$ cat config.mk
export PLATFORM = sky130hd
export DESIGN_NAME = wr_ack_tracker
export DESIGN_NICKNAME = d
export VERILOG_FILES = /design/src/rtl/wat_pkg.sv /design/src/rtl/ack_counter.sv /design/src/rtl/order_gate.sv /design/src/rtl/vis_gate.sv /design/src/rtl/wr_ack_tracker.sv
export SDC_FILE = /design/constraint.sdc
export NUM_CORES = 1
export LEC_CHECK = 0
export ABC_CLOCK_PERIOD_IN_PS = 1900
export CAP_MARGIN = 20
export CELL_PAD_IN_SITES_DETAIL_PLACEMENT = 0
export CELL_PAD_IN_SITES_GLOBAL_PLACEMENT = 2
export CORE_MARGIN = 5
export CORE_UTILIZATION = 22
export CTS_CLUSTER_DIAMETER = 100
export DETAILED_ROUTE_END_ITERATION = 10
export GPL_TIMING_DRIVEN = 0
export MAX_ROUTING_LAYER = met4
export PLACE_DENSITY_LB_ADDON = 0.1
export SKIP_LAST_GASP = 1
export SYNTH_ARGS = -nofsm -noshare
export SYNTH_HDL_FRONTEND = slang
export SYNTH_HIERARCHICAL = 1
export SYNTH_SLANG_ARGS = --single-unit
$ cat constraint.sdc
create_clock -name clk -period 1.9 [get_ports clk]
set_clock_uncertainty 0.2 [all_clocks]
set_input_delay 0.38 -clock clk [delete_from_list [all_inputs] [get_ports clk]]
set_output_delay 0.38 -clock clk [all_outputs]
set_load 0.005 [all_outputs]
$ cat src/rtl/wat_pkg.sv
package wat_pkg;
  parameter int unsigned DEF_CNT_W  = 6;
  parameter int unsigned DEF_ADDR_W = 16;
endpackage

$ cat src/rtl/ack_counter.sv
module ack_counter #(
  parameter int unsigned CNT_W = wat_pkg::DEF_CNT_W
) (
  input  logic             clk,
  input  logic             rst,
  input  logic             load,
  input  logic [CNT_W-1:0] load_cnt,
  input  logic             ack,
  output logic             busy,
  output logic             done,
  output logic             err
);
  localparam logic [CNT_W-1:0] ONE = CNT_W'(1);

  logic [CNT_W-1:0] cnt_q;

  always_ff @(posedge clk) begin
    if (rst) begin
      cnt_q <= '0;
      busy  <= 1'b0;
      done  <= 1'b0;
      err   <= 1'b0;
    end else begin
      done <= 1'b0;
      if (ack && !busy) err <= 1'b1;
      if (load) begin
        if (load_cnt == '0) begin
          done <= 1'b1;
        end else begin
          cnt_q <= load_cnt;
          busy  <= 1'b1;
        end
      end else if (ack && busy) begin
        cnt_q <= cnt_q - ONE;
        if (cnt_q == ONE) begin
          busy <= 1'b0;
          done <= 1'b1;
        end
      end
    end
  end

  a_r4_count_down: assert property (@(posedge clk) disable iff (rst)
    (busy && ack && !load) |=> (cnt_q == $past(cnt_q) - ONE));
  a_r5_err_sticky: assert property (@(posedge clk) disable iff (rst)
    err |=> err);
  a_r2_fall_with_done: assert property (@(posedge clk) disable iff (rst)
    $fell(busy) |-> done);
endmodule

$ cat src/rtl/order_gate.sv
module order_gate (
  input  logic clk,
  input  logic rst,
  input  logic wr_issue,
  input  logic rd_req,
  input  logic rd_resp,
  input  logic wr_busy,
  output logic wr_acc,
  output logic stall
);
  logic rd_out_q;
  logic rd_acc;

  assign stall  = wr_busy | rd_out_q;
  assign wr_acc = wr_issue & ~stall;
  assign rd_acc = rd_req & ~wr_issue & ~stall;

  always_ff @(posedge clk) begin
    if (rst)             rd_out_q <= 1'b0;
    else if (rd_acc)     rd_out_q <= 1'b1;
    else if (rd_resp)    rd_out_q <= 1'b0;
  end

  a_r7_read_releases: assert property (@(posedge clk) disable iff (rst)
    (rd_out_q && rd_resp && !wr_busy) |=> !stall);
  a_r6_no_accept_in_stall: assert property (@(posedge clk) disable iff (rst)
    stall |-> !(wr_acc || rd_acc));
endmodule

$ cat src/rtl/vis_gate.sv
module vis_gate #(
  parameter int unsigned ADDR_W = wat_pkg::DEF_ADDR_W
) (
  input  logic              clk,
  input  logic              rst,
  input  logic              capture,
  input  logic [ADDR_W-1:0] cap_addr,
  input  logic              pending,
  input  logic              rd_req,
  input  logic [ADDR_W-1:0] rd_addr,
  output logic              hold
);
  logic [ADDR_W-1:0] pend_addr_q;

  always_ff @(posedge clk) begin
    if (rst)          pend_addr_q <= '0;
    else if (capture) pend_addr_q <= cap_addr;
  end

  assign hold = pending & rd_req & (rd_addr == pend_addr_q);
endmodule

$ cat src/rtl/wr_ack_tracker.sv
module wr_ack_tracker #(
  parameter int unsigned CNT_W  = wat_pkg::DEF_CNT_W,
  parameter int unsigned ADDR_W = wat_pkg::DEF_ADDR_W
) (
  input  logic              clk,
  input  logic              rst,
  input  logic              wr_issue,
  input  logic [ADDR_W-1:0] wr_addr,
  input  logic [CNT_W-1:0]  wr_inv_cnt,
  input  logic              ack_valid,
  input  logic              lcl_rd_req,
  input  logic              rd_resp,
  input  logic              rmt_rd_req,
  input  logic [ADDR_W-1:0] rmt_rd_addr,
  output logic              busy,
  output logic              write_done,
  output logic              ack_err,
  output logic              acc_stall,
  output logic              rmt_hold
);
  logic wr_acc;

  order_gate u_order (
    .clk(clk), .rst(rst), .wr_issue(wr_issue), .rd_req(lcl_rd_req),
    .rd_resp(rd_resp), .wr_busy(busy), .wr_acc(wr_acc), .stall(acc_stall)
  );

  ack_counter #(.CNT_W(CNT_W)) u_cnt (
    .clk(clk), .rst(rst), .load(wr_acc), .load_cnt(wr_inv_cnt),
    .ack(ack_valid), .busy(busy), .done(write_done), .err(ack_err)
  );

  vis_gate #(.ADDR_W(ADDR_W)) u_vis (
    .clk(clk), .rst(rst), .capture(wr_acc), .cap_addr(wr_addr),
    .pending(busy), .rd_req(rmt_rd_req), .rd_addr(rmt_rd_addr), .hold(rmt_hold)
  );

  a_r9_done_not_busy: assert property (@(posedge clk) disable iff (rst)
    write_done |-> !busy);
  a_r6_busy_stalls: assert property (@(posedge clk) disable iff (rst)
    busy |-> acc_stall);
endmodule

* After elaboration in Yosys (flattened, before gate mapping)
Cells that the tools add are included.
** Word-level totals
- Register bits :: 26
- Input bits :: 45
- Word-level logic and storage cells :: 40
** Cells by class
- $add $sub $neg :: 1
- Equality and inequality tests :: 3
- Mux-type cells :: 13
- Bitwise logic cells :: 8
- Reductions and logical operators :: 9
** Operators with widths (number)
- 2-to-1 mux 6 bit :: 3
- equality test 16 bit :: 1
- 2-to-1 mux 1 bit :: 10
- equality test 6 x 1 -> 1 bit, second input constant :: 1
- zero test 6 bit :: 1
- nonzero test 2 bit :: 3
- subtractor 6 x 1 -> 6 bit, second input constant :: 1
- AND 1 bit :: 5
- AND reduction 3 bit :: 1
- logical AND 1 bit :: 2
- != test 2 bit, second input constant :: 1
- NOT 1 bit :: 2
- AND reduction 2 bit :: 1
- zero test 1 bit :: 1
- bitwise OR 1 bit :: 1

* Longest topological paths before layout
Gate-level depths: netlist (run 1).
- Word-level depth :: 5
- Depth in mapped cells :: 7
- Mapped depth without buffers :: 6

* Modules after synthesis
Netlist (run 1), hierarchy kept.
** Modules (own cells, without submodules)
- vis_gate :: times used 1, cells each 74, area an instance 742.0 um2
- ack_counter :: times used 1, cells each 62, area an instance 531.8 um2
- order_gate :: times used 1, cells each 7, area an instance 56.3 um2

* Worst setup path after synthesis (run 1)
OpenSTA, ideal clock, no wires.
- Kind :: reg-to-reg
- From :: register u_cnt.busy
- To :: register u_vis.pend_addr_q[10]
- Arrival :: 1799 ps
- Required time :: 1572 ps
- Setup slack :: -226 ps
- Stages on the path, launching flop included :: 7
- Clock period less this slack :: 2126 ps
- Cell sequence :: dfxtp_1 or2_2 nor2_1 buf_2 buf_2 mux2i_1 nor2_1
** Between the ends
- Cells in the longest elaborated chain, start to end :: 3
** Ends and longest elaborated chain
- from (decl) :: RTL line ack_counter.sv:9 : output logic busy,
- from (signal assigned) :: RTL line ack_counter.sv:20 : busy <= 1'b0;
- from (signal assigned) :: RTL line ack_counter.sv:31 : busy <= 1'b1;
- from (signal assigned) :: RTL line ack_counter.sv:36 : busy <= 1'b0;
- bitwise OR 1 bit :: RTL line order_gate.sv:14 : assign stall = wr_busy | rd_out_q;
- via acc_stall :: RTL line wr_ack_tracker.sv:18 : output logic acc_stall,
- NOT 1 bit :: RTL line order_gate.sv:15 : assign wr_acc = wr_issue & ~stall;
- AND 1 bit :: RTL line order_gate.sv:15
- via wr_acc :: RTL line wr_ack_tracker.sv:21 : logic wr_acc;
- to (signal assigned) :: RTL line vis_gate.sv:17 : else if (capture) pend_addr_q <= cap_addr;
- to (decl) :: RTL line vis_gate.sv:13 : logic [ADDR_W-1:0] pend_addr_q;
The timed path passes the listed nets, and every way through them passes these cells.
A chain may end at the register's enable or synchronous reset.

* Worst setup path in the final report (run 1)
- From :: register u_vis.pend_addr_q[2]
- To :: output port rmt_hold
** Between the ends
- Cells in the longest elaborated chain, start to end :: 2
** Ends and longest elaborated chain
- equality test 16 bit :: RTL line vis_gate.sv:20 : assign hold = pending & rd_req & (rd_addr == pend_addr_q);
- AND 1 bit :: RTL line vis_gate.sv:20
- to (decl) :: RTL line wr_ack_tracker.sv:19 : output logic rmt_hold
Every way passes these cells.

==> results of run 1 <==
==> registers in the layout, indices dropped and copies added (netlist names) <==
signal and flops:
u_cnt/err 1, u_vis/pend_addr_q 16, u_order/rd_out_q 1, u_cnt/done 1, u_cnt/cnt_q 6, u_cnt/busy 1
==> through the flow <==
stage | setup TNS [ns] | util (%) | instances | setup slack, ns
after floorplan | 0 | - | 143 | 0.0428
after global placement | -7.93 | 32.8 | 267 | -1.08
after detailed placement | -8.27 | 32.8 | 267 | -1.07
after CTS | -0.538 | 34.7 | 275 | -0.538
after global routing | -0.611 | 35.9 | 278 | -0.541
final | -0.403 | 35.9 | 278 | -0.403
==> repair_timing <==
item                       4_1_cts  5_1_grt
setup endpoints to repair       19        9
setup buffers                    7        3
gates resized for setup         45       10
pin swaps                       18        9
gates cloned                     0        0
==> area by class of cell <==
type	instances	area share [%]
plain buffers	5	1.54
inverters	7	1.24
well taps	75	4.45
repair buffers	59	26.4
clock buffers	3	1.96
multi-input cells	103	39.4
flip-flops and latches	26	25.1
==> cell usage after synthesis (3+ instances only) <==
library cell	count
a21oi_1	6
a31oi_1	4
clkbuf_1	4
dfxtp_1	26
inv_1	7
mux2i_1	16
nand2_1	6
nand3_1	3
nand4_1	4
nor2_1	18
xnor2_1	13
xor2_1	4
==> worst max-delay path by stage <==
stage / from / end / slack [ns] / depth (start not counted)
final: u_vis/pend_addr_q[2] / rmt_hold / -0.40 / 5
after global routing: rmt_rd_addr[12] / rmt_hold / -0.54 / 6
after CTS: u_vis/pend_addr_q[10] / rmt_hold / -0.54 / 5
after detailed placement: rmt_rd_addr[10] / rmt_hold / -1.07 / 6
after global placement: rmt_rd_addr[7] / rmt_hold / -1.08 / 6
after floorplan: rmt_rd_addr[7] / rmt_hold / 0.04 / 4
==> worst min-delay path, delay by kind of cell (launching register included) <==
family             cells  cell delay (ns)
DFF                    1             0.34
AOI/OAI and AO/OA      1             0.05
and+or+nand+nor        1             0.07
==> placed cells by master, fill, tap and decap left out, types with 3 or more instances in the layout <==
master / count
dfxtp_2: 4
a31oi_1: 4
nor2_1: 17
nand4_1: 4
inv_1: 6
clkdlybuf4s15_1: 4
xnor2_1: 11
clkbuf_8: 3
mux2i_1: 16
dlygate4sd2_1: 14
clkdlybuf4s50_1: 27
xor2_1: 4
buf_4: 9
a21oi_1: 6
dfxtp_1: 21
nand2_1: 6
nand3_1: 3
or4_4: 3
==> power by group <==
| part | switching [mW] | internal, mW |
|---|---|---|
| logic | 0.157 | 0.218 |
| clock network | 0.171 | 0.142 |
| registers | 0.0365 | 0.590 |
==> routing by layer <==
layer	global-route usage, %	share of wire [%]	wire (µm)
met5	-	0	0
met4	3.35	1.1	41
met3	1.88	5.9	225
met2	17.9	50	1900
met1	11.5	43	1650
==> cells by family after synthesis <==
group / after synthesis / share of synthesized area, %
XOR/XNOR: 17 / 11.2
adder cells (fa/ha/maj): 2 / 1.88
buffers and inverters: 14 / 4.14
AND/OR/NAND/NOR: 47 / 20.2
multiplexers: 16 / 12.0
AO/OA/AOI/OAI: 21 / 11.4
flip-flops: 26 / 39.1
==> out/summary.txt, run 1 <==
Async SR Flop Fraction - 0%
Hold endpoint - u_cnt/err
Clk pin slew, worst setup/hold paths - 0.09 ns
Initial DRC Count - 42
Worst Path Buf+Inv - 1
Min cycle time layout - 2.30 ns
Ys flop type - dfxtp_1
Area occupied by multi-input gates - 831 µm²
Fin area - 0.00211 mm²
Core Rows - 28
FF-to-FF Start - u_cnt/busy
Die ar. - 0.00770 mm²
Post-DP HPWL - 2.90 mm
Total gr overflow - 0
Cts-stage hold buffer count - 0
Die Wd - 87.8 µm
Worst slew pin tran - 0.478 ns
Vias in the first global route - 1310
Synth top area share - 39.1%
Power Dens Cells - 623 mW/mm²
Skew-Pair Late Insertion Delay - 0.27 ns
Failing checks - setup timing
Max-cap violations - 0
Pleak - 0.847 nW
First-pass iteration count of the detailed router - 4
CP max-delay cell - or4_4
Yosys synthesis warning count - 6
VDD IR-drop max - 250 µV
DRC viols - 0
Via-per-instance ratio - 4.45
Post-synth EDFFs - 0
Synthesized cell area - 0.00133 mm²
Post-synthesis cell type count - 38
Crit path max fanout - 2
Hold depth - 2
Tcrit/Tclk final - 121%
Initial Util - 22.6%
# diodes - 0
Crit-path leading delay family - simple AND/OR/NAND/NOR gates
Final wirelength - 3.82 mm
Hold Slack - 0.284 ns
Biggest area contributors in the synthesized netlist - dfxtp_1, mux2i_1, xnor2_1
Max frequency - 434 MHz
Flop2flop setup slack - 0.05 ns
Final Total Pwr - 1.31 mW
Final Slew Violations - 0
Hold Fails Final Rpt - 0
Syn_nets - 190
Setup Crit Path Kind - flop to output port
Htree depth - 1
Cell chain of the critical path - xnor2_2 -> nand4_1 -> or4_4 -> nor4_4 -> buf_2
Register area - 529 µm²
Drt wl/cell - 13.7 µm
CP Launch Type - flop
CTS max path bufs - 2
Worst setup margin - -0.403 ns
DR vias - 1236
# nets final - 252
Rel. slew slack - 68.1%
Clk root buf - clkbuf_8
Post-Syn Instances - 143
Hold Path Class - flop to flop
Initial antenna violation count - 0
Status - finished with violations
Clock sink count - 26
GRT Overall Usage - 10.2%
Synth Area per Inst - 9.30 µm²
Nature of the critical path endpoint - output port
Post-synthesis sequential area ratio - 39.1%
Dpl cell area - 0.00193 mm²
Unrepaired setup endpoints after global routing - yes
Global-route wire length before repair - 5.98 mm
Layout cells sized above 1 - 19.2%
Core Footprint - 0.00589 mm²
CTS Buf Count - 3
Post-route ant nets - 0
IO buf count - 49
Synthesis-stage register bit count - 26
CTS tree - yes
Worst R2R Path Depth - 7
Final setup viols - 1
Placer Congestion - 0.738
Min-delay src - u_cnt/err
Num ports - 50
CP peak stage delay - 0.55 ns
Die Ht - 87.8 µm
Post-synth top area cell - dfxtp_1
Largest net degree at the start of global routing - 17
Area Growth Syn to Fin - 58.7%
Required @ worst endpoint - 1.32 ns
Worst reg2reg path endpoint - u_cnt/cnt_q[2]
Fillers - 619
WP data arrival - 1.72 ns
(Power assumes the default switching activity.)
==> inputs of run 2 (changes only) <==
--- a/config.mk
+++ b/config.mk
@@ -16,6 +16,7 @@
 export GPL_TIMING_DRIVEN = 0
 export MAX_ROUTING_LAYER = met4
 export PLACE_DENSITY_LB_ADDON = 0.1
+export REMOVE_ABC_BUFFERS = 1
 export SKIP_LAST_GASP = 1
 export SYNTH_ARGS = -nofsm -noshare
 export SYNTH_HDL_FRONTEND = slang
==> out/summary.txt, run 2 (synthesis results as in run 1) <==
Via-per-instance ratio - 4.47
Final core occ - 36.6%
Max frequency - 429 MHz
Die Wd - 87.8 µm
Vias in the first global route - 1335
GRT Overall Usage - 11.1%
Final Total Pwr - 1.40 mW
Total gr overflow - 0
Setup Crit Path Kind - flop to output port
Initial Util - 22.6%
Status - finished with violations
Initial antenna violation count - 0
Clk root buf - clkbuf_8
Layout cells sized above 1 - 20.6%
Skew-Pair Late Insertion Delay - 0.28 ns
Area Growth Syn to Fin - 62.0%
Num ports - 50
Hold depth - 2
Commonest non-fill, non-tap cell in the layout - clkdlybuf4s50_1
Fin Setup TNS - -0.572 ns
# diodes - 0
CP peak stage delay - 0.57 ns
Failing checks - setup timing
Final wirelength - 4.02 mm
Min cycle time layout - 2.33 ns
Commonest non-fill, non-tap cells in the layout - clkdlybuf4s50_1, dfxtp_1, dlygate4sd2_1, nor2_1, mux2i_1
Core Rows - 28
Worst setup margin - -0.430 ns
Crit path max fanout - 2
Tcrit/Tclk final - 123%
Hold Path Class - flop to flop
Worst R2R Path Depth - 8
CP max-delay cell - or4_4
WP data arrival - 1.75 ns
CTS max path bufs - 2
CP Launch Type - flop
Met2 WL - 2.10 mm
Die Ht - 87.8 µm
VDD IR-drop max - 366 µV
Largest net degree at the start of global routing - 27
Initial DRC Count - 24
Htree depth - 1
Final Slew Violations - 0
Core Footprint - 0.00589 mm²
Drt wl/cell - 14.4 µm
Required @ worst endpoint - 1.32 ns
Clk pin slew, worst setup/hold paths - 0.09 ns
First-pass iteration count of the detailed router - 4
Cell chain of the critical path - xnor2_2 -> nand4_1 -> or4_4 -> nor4_4 -> buf_2
Hold Fails Final Rpt - 0
Global-route wire length before repair - 6.47 mm
Flop2flop setup slack - -0.08 ns
Clock sink count - 26
Placer Congestion - 0.797
Top flop regs - u_vis/pend_addr_q: 16 flops, u_cnt/cnt_q: 6 flops
Pre-CTS setup slack - -1.11 ns
DR vias - 1247
Nature of the critical path endpoint - output port
Rel. slew slack - 60.3%
# nets final - 252
CTS Buf Count - 3
Final setup viols - 3
Finished Layout Cells - 279
Max-cap violations - 0
Fin area - 0.00215 mm²
Dpl cell area - 0.00189 mm²
Largest Register - u_vis/pend_addr_q
Pleak - 0.866 nW
Inst Count DP - 260
Post-route ant nets - 0
IO buf count - 49
Post-DP HPWL - 2.71 mm
CTS tree - yes
DRC viols - 0
Power Dens Cells - 652 mW/mm²
WL met1 - 1.65 mm
Die ar. - 0.00770 mm²
Worst slew pin tran - 0.596 ns
Max reg flops - 16
Hold Slack - 0.284 ns
DR top layer - met4
Cts-stage hold buffer count - 0
Met3 routed wirelength - 245 µm
Unrepaired setup endpoints after global routing - yes
-- run 2: worst max-delay path, delay by kind of cell, from the launching register on --
family / cells / cell delay (ns)
simple gates: 3 / 0.82
buf+inv: 1 / 0.15
flops: 1 / 0.35
xor+xnor: 1 / 0.16
-- run 2: cell type report --
cell class                 instances  area [µm²]
inverter                           7        26.3
clock buffer                       4        55.1
sequential                        26         529
timing repair buffer              63         609
tap                               75        93.8
multi-input combinational        104         841
fill                             621        3730
-- run 2: path summary, 6_finish.rpt --
kind                                           start             end
worst max-delay path            u_vis/pend_addr_q[9]        rmt_hold
worst min-delay path                       u_cnt/err       u_cnt/err
worst max register to register            u_cnt/busy  u_cnt/cnt_q[3]
worst min register to register             u_cnt/err       u_cnt/err
-- run 2: layer usage --
metal / vias up / global-route usage [%]
li1: 627 / -
met1: 586 / 12.4
met2: 32 / 20.0
met3: 2 / 3.20
met4: 0 / 1.67
met5: - / -
-- run 2: timing repair --
item | in CTS | in global routing
gates cloned | 1 | 0
resized for setup | 48 | 7
endpoints found under the setup margin | 27 | 7
pin swaps | 20 | 9
buffers inserted | 13 | 1
-- run 2: power breakdown --
group | leakage (nW) | switching (mW) | total (mW) | internal [mW]
Sequential | 0.216 | 0.0380 | 0.628 | 0.590
Clock | 0.0288 | 0.189 | 0.375 | 0.186
Combinational | 0.621 | 0.167 | 0.402 | 0.235
==> inputs of run 3 (changes only) <==
--- a/config.mk
+++ b/config.mk
@@ -9,7 +9,7 @@
 export CAP_MARGIN = 20
 export CELL_PAD_IN_SITES_DETAIL_PLACEMENT = 0
 export CELL_PAD_IN_SITES_GLOBAL_PLACEMENT = 2
-export CORE_MARGIN = 5
+export CORE_MARGIN = 8
 export CORE_UTILIZATION = 22
 export CTS_CLUSTER_DIAMETER = 100
 export DETAILED_ROUTE_END_ITERATION = 10
==> out/summary.txt, run 3 (synthesis results as in run 1) <==
Worst setup margin - -0.381 ns
Flop2flop setup slack - -0.03 ns
Met3 routed wirelength - 220 µm
Largest net degree at the start of global routing - 27
Met2 WL - 2.00 mm
Die Wd - 93.8 µm
Core Rows - 28
Flop pwr share - 45.7%
Commonest non-fill, non-tap cell in the layout - clkdlybuf4s50_1
WP data arrival - 1.70 ns
Final wirelength - 4.13 mm
Fin area - 0.00211 mm²
Pre-CTS setup slack - -1.08 ns
Initial Util - 22.6%
Setup Crit Path Kind - input pin to output port
Die Ht - 93.8 µm
Placer Congestion - 0.729
Via-per-instance ratio - 4.46
Total gr overflow - 0
Hold Path Class - flop to flop
NetSw - 0.376 mW
Num ports - 50
CP Launch Type - input pin
IO buf count - 49
Failing checks - setup timing
Status - finished with violations
Clock sink count - 26
Register area - 531 µm²
Skew-Pair Late Insertion Delay - 0.27 ns
Final Slew Violations - 0
Clk pin slew, worst setup/hold paths - 0.09 ns
Nature of the critical path endpoint - output port
Largest Register - u_vis/pend_addr_q
DR vias - 1248
Tcrit/Tclk final - 120%
Fillers - 621
Global-route wire length before repair - 6.79 mm
Rel. slew slack - 59.6%
Final Total Pwr - 1.37 mW
Pleak - 0.845 nW
Drt wl/cell - 14.8 µm
CTS max path bufs - 2
Min cycle time layout - 2.28 ns
Post-route ant nets - 0
Layout cells sized above 1 - 19.6%
VDD IR-drop max - 291 µV
Clk root buf - clkbuf_8
Htree depth - 1
Initial DRC Count - 24
Hold Fails Final Rpt - 0
Vias in the first global route - 1411
Cts-stage hold buffer count - 0
Area occupied by multi-input gates - 813 µm²
Max frequency - 438 MHz
# nets final - 252
Initial antenna violation count - 1
Crit path max fanout - 1
Unrepaired setup endpoints after global routing - yes
Final setup viols - 2
Combinational share of power - 27.6%
CTS tree - yes
Area Growth Syn to Fin - 58.4%
Commonest non-fill, non-tap cells in the layout - clkdlybuf4s50_1, dfxtp_1, nor2_1, dlygate4sd2_1, mux2i_1
Power Dens Cells - 650 mW/mm²
Worst slew pin tran - 0.606 ns
Core Footprint - 0.00589 mm²
DRC viols - 0
Post-DP HPWL - 2.81 mm
GRT Overall Usage - 10.1%
Sw frac - 27.4%
Dpl cell area - 0.00189 mm²
Die ar. - 0.00879 mm²
CTS Buf Count - 3
Cell Int Power - 0.994 mW
Max reg flops - 16
Top flop regs - u_vis/pend_addr_q: 16 flops, u_cnt/cnt_q: 6 flops
DR top layer - met4
First-pass iteration count of the detailed router - 4
Required @ worst endpoint - 1.32 ns
Clock network fraction of total power - 26.6%
WL met1 - 1.83 mm
Max-cap violations - 0
==> run 3: final cells by class <==
cell class,count,area share (%)
flip-flops and latches,26,25.2
well taps,75,4.45
multi-input cells,104,38.6
inverters,7,1.25
clock buffers,4,2.61
repair buffers,63,27.8
diodes,1,0.119
==> run 3: routing by layer <==
layer  global-route usage [%]  vias up
met5                        -        -
met4                     3.70        0
met3                     2.00        6
met2                     16.4       42
met1                     12.0      567
li1                         -      633
==> run 3: worst paths after layout <==
| kind | from | to | cells after the start |
|---|---|---|---|
| max reg2reg | u_cnt/busy | u_cnt/cnt_q[3] | 8 |
| min | u_cnt/err | u_cnt/err | 2 |
| min reg2reg | u_cnt/err | u_cnt/err | 2 |
| max | rmt_rd_addr[3] | rmt_hold | 6 |
==> run 3: per-stage QoR <==
stage,hold WS (ns),TNS [ns],cells,util [%]
4_1_cts,0.292,-0.636,277,35.2
3_5_place_dp,0.268,-15.18,260,32.2
6_report,0.280,-0.411,280,35.8
3_3_place_gp,0.256,-46.84,260,32.0
5_1_grt,0.314,-0.788,280,35.8
2_1_floorplan,0.249,-23.89,136,-
==> run 3: repair_timing <==
| item | 4_1_cts | 5_1_grt |
|---|---|---|
| endpoints found under the setup margin | 27 | 6 |
| pin swaps | 21 | 4 |
| setup buffers | 12 | 2 |
| gates resized for setup | 51 | 4 |
| gates cloned | 1 | 0 |
==> run 3: power by group through the flow <==
stage | registers (mW) | logic [mW] | clock network [mW]
after floorplan | 0.628 | 0.172 | 0
after detailed placement | 0.637 | 0.326 | 0
final | 0.626 | 0.379 | 0.365
after global placement | 0.636 | 0.325 | 0
after global routing | 0.633 | 0.415 | 0.406
after CTS | 0.626 | 0.369 | 0.391
==> run 3: worst max-delay path, cell delays in order <==
cell and delay, ns:
dlygate4sd2_1 0.24, xnor2_1 0.15, nand3_1 0.09, or4_4 0.56, nor4_2 0.14, buf_2 0.15
